File: config.mk
export PLATFORM = sky130hd
export DESIGN_NAME = dfs_funnel_shifter
export DESIGN_NICKNAME = d
export VERILOG_FILES = /design/src/rtl/dfs_pkg.sv /design/src/rtl/dfs_count_sel.sv /design/src/rtl/dfs_funnel_core.sv /design/src/rtl/dfs_flag_gen.sv /design/src/rtl/dfs_funnel_shifter.sv
export SDC_FILE = /design/constraint.sdc
export NUM_CORES = 1
export LEC_CHECK = 0
export ABC_AREA = 1
export CAP_MARGIN = 30
export CELL_PAD_IN_SITES_DETAIL_PLACEMENT = 1
export CELL_PAD_IN_SITES_GLOBAL_PLACEMENT = 1
export CORE_MARGIN = 1.5
export CORE_UTILIZATION = 24
export CTS_BUF_LIST = sky130_fd_sc_hd__clkbuf_8 sky130_fd_sc_hd__clkbuf_16
export CTS_CLUSTER_SIZE = 20
export DETAILED_ROUTE_END_ITERATION = 8
export PLACE_DENSITY_LB_ADDON = 0.1
export SYNTH_ARGS = -nofsm -noshare
export SYNTH_HDL_FRONTEND = slang
export SYNTH_HIERARCHICAL = 1
export SYNTH_SLANG_ARGS = --single-unit
File: constraint.sdc
create_clock -name clk -period 4.99 [get_ports clk]
set_input_delay 0.7485 -clock clk [delete_from_list [all_inputs] [get_ports clk]]
set_output_delay 0.7485 -clock clk [all_outputs]
set_load 0.1 [all_outputs]
File: src/rtl/dfs_pkg.sv
package dfs_pkg;

    // Flag positions inside the update mask and the flag vector
    localparam int FLG_CF    = 0;
    localparam int FLG_PF    = 1;
    localparam int FLG_ZF    = 2;
    localparam int FLG_SF    = 3;
    localparam int FLG_OF    = 4;
    localparam int NUM_FLAGS = 5;

    typedef enum logic {
        SHIFT_LEFT  = 1'b0,
        SHIFT_RIGHT = 1'b1
    } shift_dir_e;

    // Even parity over one byte: 1 when the number of ones is even
    function automatic logic byte_even_parity(input logic [7:0] b);
        return ~(^b);
    endfunction

endpackage

File: src/rtl/dfs_count_sel.sv
module dfs_count_sel #(
    parameter int CNT_IN_W = 8,
    parameter int CNT_W    = 5
) (
    input  logic                use_imm,
    input  logic [CNT_IN_W-1:0] imm_count,
    input  logic [CNT_IN_W-1:0] reg_count,
    output logic [CNT_W-1:0]    cnt,
    output logic                cnt_nz,
    output logic                cnt_one
);

    localparam logic [CNT_W-1:0] ONE_C = CNT_W'(1);

    logic [CNT_IN_W-1:0] raw_cnt;
    logic                unused_hi;

    always_comb begin
        raw_cnt = use_imm ? imm_count : reg_count;
        cnt     = raw_cnt[CNT_W-1:0];
        cnt_nz  = |cnt;
        cnt_one = (cnt == ONE_C);
    end

    assign unused_hi = ^raw_cnt[CNT_IN_W-1:CNT_W];

endmodule

File: src/rtl/dfs_funnel_core.sv
module dfs_funnel_core
    import dfs_pkg::*;
#(
    parameter int DATA_W = 16,
    parameter int CNT_W  = $clog2(2 * DATA_W)
) (
    input  logic              dir_right,
    input  logic [DATA_W-1:0] dest,
    input  logic [DATA_W-1:0] src,
    input  logic [CNT_W-1:0]  cnt,
    output logic [DATA_W-1:0] res,
    output logic              carry
);

    localparam int CAT_W = 2 * DATA_W;
    localparam logic [CNT_W-1:0] HALF_C = CNT_W'(DATA_W);
    localparam logic [CNT_W:0]   FULL_C = (CNT_W + 1)'(CAT_W);

    logic [CAT_W-1:0] cat;
    logic [CAT_W-1:0] main_sh;
    logic [CAT_W-1:0] wrap_sh;
    logic [CAT_W-1:0] merged;
    logic [CAT_W:0]   ext;
    logic             wrap_en;
    logic [CNT_W:0]   wrap_amt;

    always_comb begin
        wrap_en = (cnt > HALF_C);
        if (shift_dir_e'(dir_right) == SHIFT_LEFT) begin
            cat      = {dest, src};
            main_sh  = cat << cnt;
            wrap_amt = {1'b0, cnt} - {1'b0, HALF_C};
            wrap_sh  = {{DATA_W{1'b0}}, src} << wrap_amt;
            ext      = {1'b0, cat} << cnt;
            carry    = ext[CAT_W];
        end else begin
            cat      = {src, dest};
            main_sh  = cat >> cnt;
            wrap_amt = FULL_C - {1'b0, cnt};
            wrap_sh  = {{DATA_W{1'b0}}, src} << wrap_amt;
            ext      = {cat, 1'b0} >> cnt;
            carry    = ext[0];
        end
        merged = main_sh | (wrap_en ? wrap_sh : '0);
        if (shift_dir_e'(dir_right) == SHIFT_LEFT) begin
            res = merged[CAT_W-1:DATA_W];
        end else begin
            res = merged[DATA_W-1:0];
        end
    end

endmodule

File: src/rtl/dfs_flag_gen.sv
module dfs_flag_gen
    import dfs_pkg::*;
#(
    parameter int DATA_W = 16
) (
    input  logic                 dest_msb,
    input  logic [DATA_W-1:0]    res,
    input  logic                 carry,
    input  logic                 cnt_nz,
    input  logic                 cnt_one,
    output logic [NUM_FLAGS-1:0] flg,
    output logic [NUM_FLAGS-1:0] upd
);

    always_comb begin
        flg         = '0;
        flg[FLG_CF] = carry;
        flg[FLG_PF] = byte_even_parity(res[7:0]);
        flg[FLG_ZF] = (res == '0);
        flg[FLG_SF] = res[DATA_W-1];
        flg[FLG_OF] = res[DATA_W-1] ^ dest_msb;

        upd         = '0;
        upd[FLG_CF] = cnt_nz;
        upd[FLG_PF] = cnt_nz;
        upd[FLG_ZF] = cnt_nz;
        upd[FLG_SF] = cnt_nz;
        upd[FLG_OF] = cnt_nz & cnt_one;
    end

endmodule

File: src/rtl/dfs_funnel_shifter.sv
module dfs_funnel_shifter
    import dfs_pkg::*;
#(
    parameter int DATA_W   = 16,
    parameter int CNT_IN_W = 8
) (
    input  logic                 clk,
    input  logic                 rst_n,
    input  logic                 in_valid,
    input  logic                 dir_right,
    input  logic                 use_imm,
    input  logic [CNT_IN_W-1:0]  imm_count,
    input  logic [CNT_IN_W-1:0]  reg_count,
    input  logic [DATA_W-1:0]    dest_in,
    input  logic [DATA_W-1:0]    src_in,
    output logic                 done,
    output logic                 wr_en,
    output logic [DATA_W-1:0]    result,
    output logic                 cf_o,
    output logic                 pf_o,
    output logic                 zf_o,
    output logic                 sf_o,
    output logic                 of_o,
    output logic [NUM_FLAGS-1:0] flag_upd
);

    localparam int CNT_W = $clog2(2 * DATA_W);

    typedef struct packed {
        logic                 done;
        logic                 wr;
        logic [DATA_W-1:0]    res;
        logic [NUM_FLAGS-1:0] flg;
        logic [NUM_FLAGS-1:0] upd;
    } unit_state_t;

    unit_state_t state_d, state_q;

    logic [CNT_W-1:0]     cnt;
    logic                 cnt_nz;
    logic                 cnt_one;
    logic [DATA_W-1:0]    core_res;
    logic                 core_carry;
    logic [NUM_FLAGS-1:0] new_flg;
    logic [NUM_FLAGS-1:0] new_upd;
    logic [NUM_FLAGS-1:0] merged_flg;

    dfs_count_sel #(
        .CNT_IN_W (CNT_IN_W),
        .CNT_W    (CNT_W)
    ) u_count (
        .use_imm   (use_imm),
        .imm_count (imm_count),
        .reg_count (reg_count),
        .cnt       (cnt),
        .cnt_nz    (cnt_nz),
        .cnt_one   (cnt_one)
    );

    dfs_funnel_core #(
        .DATA_W (DATA_W),
        .CNT_W  (CNT_W)
    ) u_core (
        .dir_right (dir_right),
        .dest      (dest_in),
        .src       (src_in),
        .cnt       (cnt),
        .res       (core_res),
        .carry     (core_carry)
    );

    dfs_flag_gen #(
        .DATA_W (DATA_W)
    ) u_flags (
        .dest_msb (dest_in[DATA_W-1]),
        .res      (core_res),
        .carry    (core_carry),
        .cnt_nz   (cnt_nz),
        .cnt_one  (cnt_one),
        .flg      (new_flg),
        .upd      (new_upd)
    );

    // Per-flag merge: take the new value only where its update bit is set
    for (genvar k = 0; k < NUM_FLAGS; k++) begin : g_merge
        assign merged_flg[k] = new_upd[k] ? new_flg[k] : state_q.flg[k];
    end

    always_comb begin
        state_d      = state_q;
        state_d.done = in_valid;
        state_d.wr   = in_valid & cnt_nz;
        state_d.upd  = in_valid ? new_upd : '0;
        if (in_valid) begin
            state_d.flg = merged_flg;
            if (cnt_nz) begin
                state_d.res = core_res;
            end
        end
    end

    always_ff @(posedge clk) begin
        if (!rst_n) begin
            state_q <= '0;
        end else begin
            state_q <= state_d;
        end
    end

    assign done     = state_q.done;
    assign wr_en    = state_q.wr;
    assign result   = state_q.res;
    assign cf_o     = state_q.flg[FLG_CF];
    assign pf_o     = state_q.flg[FLG_PF];
    assign zf_o     = state_q.flg[FLG_ZF];
    assign sf_o     = state_q.flg[FLG_SF];
    assign of_o     = state_q.flg[FLG_OF];
    assign flag_upd = state_q.upd;

endmodule

==> results.ini, run 1 <==
[worst_setup_path]
criticalPathCategory = primary input to register
start_kind = primary input
rr_startpoint = result[2]
worstPathMaxFanout = 18
end_kind = register
slowest_delay_ps = 590
reg2reg_slack_ps = 4320
cp_common_cell = nand2_1
worstPathArrival_ps = 4600
timing.rr.end = result[2]
reg2reg_depth = 4
slowest_stage = clkdlybuf4s50_1
crit_required_ps = 5150

[die]
fp.dieW_um = 157
die_area_um2 = 24500
fp.dieH_um = 157
coreArea_um2 = 23300
start_util_pct = 24.3
num_rows = 56
io_pins = 81

[sta]
tightest_slew_ps = 982
period_needed_ps = 4450
rsz0062_at_grt = no
hold_violations = 0
setup_viol = 0
clock.fmax_mhz = 225
clock_skew_ps = 0
finalCritPeriodShare_pct = 89.1
relSlewSlack_pct = 34.3
fin_tns_setup_ps = 0
drv_slew = 0

[cts]
cts_resized = 0
cts_tree = done
hold_buffers = 0
clock_latency_ps = 260
cts_max_path_buffers = 2
cts_sinks = 28
clkTransAtPathRegs_ps = 70
cts_made_buffers = 3
h-tree-depth = 1
cts_setup_buffers = 0
cts_root_buf = clkbuf_16

[power]
p_total_mw = 1.61
leakagePower_nw = 3.38
vdd_ir_drop_max_v = 0.000144
p_per_area_nw_per_um2 = 240

[global_routing]
track_usage_pct = 23.1
grt_pass1_wl_mm = 43.0
grt_antenna_before_repair = 0
grt_pass1_vias = 7234
overflow = 0
grt_max_degree = 61

[placement]
port_buffers = 74
placed_area_um2 = 6610
gp_congestion = 0.895
dp_hpwl_mm = 22.2

[routing]
drt_iter0_markers = 393
via_count = 7363
drc = 0
firstDrtPassIters = 5
wirelength_mm = 27.8
wl_per_cell_um = 18.4
avgViaCountPerCell = 4.88
drt.antenna.violating_nets = 0

[finish]
drive_gt1_share_pct = 5.38
fin_area_um2 = 6720
multi_input_area_um2 = 4260
final_util_pct = 28.8
syn2layout_area_growth_pct = 18.7
fin_nets = 1250
fillers = 3235
largest_reg_flops = 16
antenna_cells = 0
seqCellArea_um2 = 561

[logic_synthesis]
yosysMostFrequentCell = nand2_1
yosys.cell_types.count = 36
synthTopCellsByCount = nand2_1 (491), nand3_1 (165), nor2_1 (96)
synth_area_per_cell_um2 = 4.90
ys_async_sr_fraction_pct = 0
synth_cells = 1156
syn-num-nets = 1215
netlist.area_leader.share_pct = 32.6
synth_edf_count = 0
synth_area_leaders = nand2_1 (33%), nand3_1 (15%), dfxtp_1 (9.9%)
synth_area_um2 = 5660
ys_seq_elements = 28
yosys_warnings = 6
synth_ff_type = dfxtp_1
seq_area_frac_synth_pct = 9.90
synth_top_area_cell = nand2_1

[hold_path]
min_to = pf_o
hp-class = register to register
hold_depth = 2
hp-start = pf_o

[run]
cap_violations = 0

[outcome]
status = complete, no violations

[worst max-delay path by stage]
stage	start	end
after floorplan	use_imm	pf_o
after global placement	use_imm	pf_o
after detailed placement	use_imm	pf_o
after CTS	use_imm	pf_o
after global routing	use_imm	pf_o
final	use_imm	pf_o
[layout by cell type, fill, tap and decap left out, types with 8 or more instances in the layout]
cell / instances
nand4_1: 8
nor2_1: 96
o211ai_1: 29
nand3_1: 165
inv_1: 90
clkdlybuf4s50_1: 74
inv_2: 10
nand2_1: 491
a21oi_1: 40
dfxtp_1: 28
o21ai_1: 24
o21a_1: 9
o21ai_0: 48
nand2_2: 9
buf_4: 27
[power breakdown]
| part | switching, mW | internal (mW) |
|---|---|---|
| clock | 0.0812 | 0.160 |
| combinational | 0.793 | 0.320 |
| sequential | 0.00994 | 0.245 |
| total | 0.885 | 0.725 |
[per-stage QoR]
stage | cells | hold WS, ps | worst slack, ps
2_1_floorplan | 1156 | 882 | 1160
3_3_place_gp | 1504 | 450 | 272
3_5_place_dp | 1505 | 454 | 261
4_1_cts | 1509 | 464 | 526
5_1_grt | 1509 | 493 | 54.3
6_report | 1509 | 460 | 544
[critical path, delay by kind of cell]
family                     cells  cell delay (ps)
and+or+nand+nor               11             1250
adders and majority gates      2              550
buffers and inverters          8             1120
AOI/OAI and AO/OA              5              890
[cell type report]
| cell class | instances | share of cell area (%) |
|---|---|---|
| clock inverters | 1 | 0.447 |
| multi-input cells | 953 | 63.5 |
| repair buffers | 104 | 15.0 |
| flip-flops and latches | 28 | 8.34 |
| well taps | 319 | 5.94 |
| clock buffers | 3 | 1.12 |
| inverters | 101 | 5.64 |
[logic make-up after synthesis]
kind of cell               count (synthesis)  share of synthesized area (%)
DFF                                       28                           9.90
AOI/OAI and AO/OA                        158                           16.0
xor gates and xnor gates                   2                          0.310
and+or+nand+nor                          787                           57.7
buffers and inverters                    175                           14.8
adders and majority gates                  6                           1.33
[layer usage]
layer	track usage, %	wire length (um)	share of wire [%]
met1	32.0	13600	49
met5	0	0	0
met4	5.67	706	2.5
met3	2.58	1100	4.0
met2	37.9	12400	45
Power figures use the tool's default switching activity.
==> inputs of run 2 (changes only) <==
--- a/config.mk
+++ b/config.mk
@@ -16,4 +16,5 @@
 export DETAILED_ROUTE_END_ITERATION = 8
 export PLACE_DENSITY_LB_ADDON = 0.1
+export REMOVE_ABC_BUFFERS = 1
 export SYNTH_ARGS = -nofsm -noshare
 export SYNTH_HDL_FRONTEND = slang
==> constraint.sdc (replaced) <==
create_clock -name clk -period 4.99 [get_ports clk]
set_input_delay 0.998 -clock clk [delete_from_list [all_inputs] [get_ports clk]]
set_output_delay 0.998 -clock clk [all_outputs]
set_load 0.1 [all_outputs]
==> run 2 against run 1 <==
  * Global-route usage decreased by 0.28 points
  * Final area up 0.19%
  * Sequential cell count unchanged
  * Via count about the same
  * Sequential share of layout area barely moved
  * Critical path depth is 2 lower
  * Clock-buffer cell count stayed put
  * Worst hold slack worse by 2.5 ps
  * Power shrank 0.19%
  * Largest cell class unchanged
==> results.ini, run 2 (same netlist as run 1, synthesis figures left out) <==
[die]
fp.dieW_um = 157  ; unchanged
coreArea_um2 = 23300  ; unchanged
num_rows = 56  ; unchanged
start_util_pct = 24.3  ; unchanged
io_pins = 81  ; unchanged
die_area_um2 = 24500  ; unchanged
fp.dieH_um = 157  ; unchanged

[routing]
drt.antenna.violating_nets = 0  ; unchanged
drt_iter0_markers = 400  ; +1.8%
wl_per_cell_um = 18.1  ; -1.6%
firstDrtPassIters = 8  ; +3
via_count = 7360  ; -0.041%
drc = 0  ; unchanged
wirelength_mm = 27.3  ; -1.6%
avgViaCountPerCell = 4.88  ; about the same

[power]
p_per_area_nw_per_um2 = 239  ; -0.38%
leakagePower_nw = 3.38  ; +0.13%
p_total_mw = 1.61  ; -0.19%
vdd_ir_drop_max_v = 0.000165  ; +15%

[cts]
h-tree-depth = 1  ; unchanged
cts_resized = 0  ; unchanged
cts_setup_buffers = 0  ; unchanged
cts_root_buf = clkbuf_16
cts_sinks = 28  ; unchanged
cts_made_buffers = 3  ; unchanged
cts_tree = done
clkTransAtPathRegs_ps = 70  ; about the same
clock_latency_ps = 260  ; about the same
cts_max_path_buffers = 2  ; unchanged
hold_buffers = 0  ; unchanged

[sta]
setup_viol = 0  ; unchanged
rsz0062_at_grt = no
drv_slew = 0  ; unchanged
tightest_slew_ps = 993  ; +11.3 ps
clock.fmax_mhz = 224  ; -0.59%
finalCritPeriodShare_pct = 89.6  ; +0.53 points
period_needed_ps = 4470  ; +26.6 ps
relSlewSlack_pct = 33.6  ; -0.76 points
hold_violations = 0  ; unchanged
layout_setup_ws_ps = 518  ; -26.6 ps
fin_tns_setup_ps = 0  ; unchanged
clock_skew_ps = 0  ; unchanged

[worst_setup_path]
end_kind = register
start_kind = primary input
worstPathMaxFanout = 6  ; -12
criticalPathCategory = primary input to register
worstPathArrival_ps = 4630  ; +30 ps
crit_required_ps = 5150  ; about the same

[global_routing]
top_usage_layer = met2
groute.layer.met2.usage_pct = 37.1  ; -0.78 points
grt_pass1_wl_mm = 42.8  ; -0.34%
grt_antenna_before_repair = 0  ; unchanged
grt_pass1_vias = 7274  ; +0.55%
grt_max_degree = 71  ; +16%
track_usage_pct = 22.8  ; -0.28 points
use_met3_pct = 2.74  ; +0.17 points
globalRouteMet1Util_pct = 32.3  ; +0.31 points
overflow = 0  ; unchanged

[outcome]
status = complete, no violations

[finish]
fillers = 3198  ; -1.1%
mostFrequentLayoutCells = nand2_1 (491), nand3_1 (165), nor2_1 (96)
syn2layout_area_growth_pct = 18.9
largest_reg_flops = 16  ; unchanged
drive_gt1_share_pct = 5.38  ; unchanged
final_common_cell = nand2_1
antenna_cells = 0  ; unchanged
fin_nets = 1250  ; unchanged

[run]
cap_violations = 0  ; unchanged

[placement]
dp_hpwl_mm = 21.6  ; -2.8%
place_ws_ps = 164  ; -97.2 ps
port_buffers = 74  ; unchanged
gp_congestion = 0.920  ; +2.8%

[hold_path]
hp-class = register to register

==> run 2: stage by stage <==
step                      utilization (%)  std cells  instance area (um2)  hold WS (ps)
final                                28.9       1509                 6730           458
after global routing                 28.9       1509                 6730           479
after CTS                            28.9       1509                 6730           461
after detailed placement             28.4       1505                 6630           451
after global placement               28.3       1504                 6600           446
after floorplan                         -       1082                 5200           882
==> run 2: per-layer routing <==
metal  part of all wire [%]  vias to the layer above
li1                       -                     3752
met1                     50                     3426
met2                     44                      156
met3                    4.6                       26
met4                    2.0                        0
met5                      0                        -
==> run 2: layout make-up <==
cell class                 count  area, um2  share of cell area (%)
clock buffer                   3       75.1                    1.12
inverter                     101        379                    5.63
clock inverter                 1       30.0                   0.446
multi-input combinational    953       4260                    63.3
sequential                    28        561                    8.33
tap                          319        399                    5.93
timing repair buffer         104       1020                    15.2
==> run 2: worst paths after layout <==
check	from	endpoint	slack (ps)	cells past startpoint
min reg2reg	sf_o	sf_o	460	2
min	sf_o	sf_o	460	2
max	use_imm	pf_o	520	24
max reg2reg	result[13]	result[13]	4330	4
==> run 2: worst max-delay path, stage by stage <==
cell             delay, ps
clkdlybuf4s50_1        490
inv_2                   60
or2_0                  190
o21ai_1                130
inv_2                   90
inv_2                   90
ha_1                   200
nand3_1                120
ha_1                   320
nor2_1                 350
nand2_4                 90
inv_2                  130
nand2_1                 90
o21ai_1                140
nor2_1                  60
nor2_1                 260
inv_1                   80
ha_1                   340
nor2_1                 110
nor2_1                  50
nand2_1                 50
nand2_1                 50
nor2_1                  90
a21oi_1                 40
==> run 2: power by group <==
group	total [mW]	internal (mW)	switching, mW
Combinational	1.11	0.323	0.786
Clock	0.242	0.160	0.0819
Sequential	0.255	0.245	0.0102
Total	1.61	0.728	0.878
==> inputs of run 3 (changes only) <==
Settings changed: PLACE_DENSITY set to 0.68, PLACE_DENSITY_LB_ADDON 0.1 to not set.
==> run 3 against run 2 <==
  * Clock power shrank 26%
  * Critical path type unchanged
  * Power shrank 4.4%
  * Cell count shrank 0.13%
  * Critical endpoint unchanged
  * Sequential cell count is the same
  * Largest power group unchanged
==> results.ini, run 3 (same netlist as run 1, synthesis figures left out) <==
[sta]
tightest_slew_ps = 1010  ; +21.5 ps
clock.fmax_mhz = 223  ; -0.39%
clock_skew_ps = 0  ; unchanged
setup_viol = 0  ; unchanged
finalCritPeriodShare_pct = 90.0  ; +0.35 points
whs_ps = 459  ; +1.35 ps
rsz0062_at_grt = no
relSlewSlack_pct = 32.1  ; -1.4 points
hold_violations = 0  ; unchanged
drv_slew = 0  ; unchanged
fin_tns_setup_ps = 0  ; unchanged
period_needed_ps = 4490  ; +17.3 ps

[routing]
met2_wirelength_mm = 11.4  ; -4.5%
drt_iter0_markers = 577  ; +44%
firstDrtPassIters = 5  ; -3
wl_per_cell_um = 17.3  ; -4.6%
top_layer_used = met4
routed-wl-met3_mm = 1.52  ; +21%
drt.antenna.violating_nets = 0  ; unchanged
via_count = 7474  ; +1.5%
avgViaCountPerCell = 4.96  ; +1.7%
wirelength_mm = 26.0  ; -4.8%
met1_length_mm = 12.9  ; -5.4%
drc = 0  ; unchanged

[cts]
cts_sinks = 28  ; unchanged
cts_resized = 0  ; unchanged
cts_root_buf = clkbuf_16
clock_latency_ps = 260  ; about the same
cts_made_buffers = 3  ; unchanged
cts_tree = done
clkTransAtPathRegs_ps = 60  ; about the same
h-tree-depth = 1  ; unchanged
hold_buffers = 0  ; unchanged
cts_setup_buffers = 0  ; unchanged
cts_max_path_buffers = 2  ; unchanged

[power]
p_comb_share_pct = 71.6  ; +2.6 points
leakagePower_nw = 3.36  ; -0.67%
p_per_area_nw_per_um2 = 230  ; -3.8%
p_int_uw = 672  ; -7.7%
swShare_pct = 56.2  ; +1.6 points
switchingPower_uw = 863  ; -1.7%
vdd_ir_drop_max_v = 0.000119  ; -28%
p_seq_share_pct = 16.7  ; +0.8 points
pwr-share-clk_pct = 11.7  ; -3.4 points
p_total_mw = 1.54  ; -4.4%

[outcome]
status = complete, no violations

[worst_setup_path]
worstPathMaxFanout = 18  ; +12
cp_top_family = simple AND/OR/NAND/NOR gates
critPathBufInv = 6  ; unchanged
worstPathArrival_ps = 4640  ; about the same
slowest_delay_ps = 500  ; about the same
criticalPathCategory = primary input to register
slowest_stage = clkdlybuf4s50_1
cp_common_cell = nand2_1
end_kind = register
start_kind = primary input
crit_required_ps = 5140  ; about the same

[global_routing]
grt_antenna_before_repair = 0  ; unchanged
grt_pass1_wl_mm = 40.7  ; -4.9%
track_usage_pct = 21.3  ; -1.6 points
grt_max_degree = 63  ; -11%
grt_pass1_vias = 7178  ; -1.3%
overflow = 0  ; unchanged

[die]
die_area_um2 = 24500  ; unchanged
start_util_pct = 24.3  ; unchanged
fp.dieW_um = 157  ; unchanged
fp.dieH_um = 157  ; unchanged
num_rows = 56  ; unchanged
coreArea_um2 = 23300  ; unchanged
io_pins = 81  ; unchanged

[finish]
antenna_cells = 0  ; unchanged
final_common_cell = nand2_1
fillers = 3237  ; +1.2%
drive_gt1_share_pct = 5.22  ; -0.16 points
mostFrequentLayoutCells = nand2_1 (491), nand3_1 (165), nor2_1 (96)
syn2layout_area_growth_pct = 18.1
fin_nets = 1249  ; -0.080%
largest_reg_flops = 16  ; unchanged

[run]
cap_violations = 0  ; unchanged

[placement]
port_buffers = 74  ; unchanged
dp_hpwl_mm = 20.7  ; -4.2%
gp_congestion = 0.932  ; +1.2%

[hold_path]
hp-class = register to register

## run 3: layer usage
| metal | vias to the layer above | global-route usage [%] |
|---|---|---|
| li1 | 3764 | - |
| met1 | 3496 | 31.0 |
| met2 | 200 | 34.0 |
| met3 | 14 | 2.74 |
| met4 | 0 | 2.49 |
| met5 | - | 0 |
## run 3: final timing paths
| path | from | endpoint | slack, ps | cells past startpoint |
|---|---|---|---|---|
| max reg2reg | result[8] | result[8] | 4280 | 4 |
| min | pf_o | pf_o | 460 | 2 |
| max | use_imm | pf_o | 500 | 26 |
| min reg2reg | pf_o | pf_o | 460 | 2 |
## run 3: area by class of cell
cell class                      instances  area [um2]  share of cell area [%]
Clock buffer                            3        75.1                    1.12
Inverter                              101         379                    5.67
Multi-Input combinational cell        953        4260                    63.8
Sequential cell                        28         561                    8.38
Tap cell                              319         399                    5.97
Timing Repair Buffer                  103        1010                    15.1
## run 3: tightest hold or removal path, cell delays in order, from the launching register on
cell and delay, ps:
dfxtp_1 310, nand2_1 50, a21oi_1 50
## run 3: power groups by stage
| stage | Clock [mW] | Sequential (mW) | Combinational, mW |
|---|---|---|---|
| floorplan | 0 | 0.416 | 0.563 |
| global placement | 0 | 0.261 | 1.08 |
| detailed placement | 0 | 0.262 | 1.09 |
| CTS | 0.187 | 0.257 | 1.09 |
| global route | 0.192 | 0.259 | 1.21 |
| finish | 0.180 | 0.256 | 1.10 |
## run 3: metrics by stage
stage | cell area [um2] | cells | utilization (%) | setup WS [ps]
5_1_grt | 6690 | 1507 | 28.7 | 109
6_report | 6690 | 1507 | 28.7 | 500
4_1_cts | 6690 | 1507 | 28.7 | 520
2_1_floorplan | 5200 | 1082 | - | -5.54
3_3_place_gp | 6610 | 1504 | 28.3 | 307
3_5_place_dp | 6610 | 1504 | 28.3 | 254
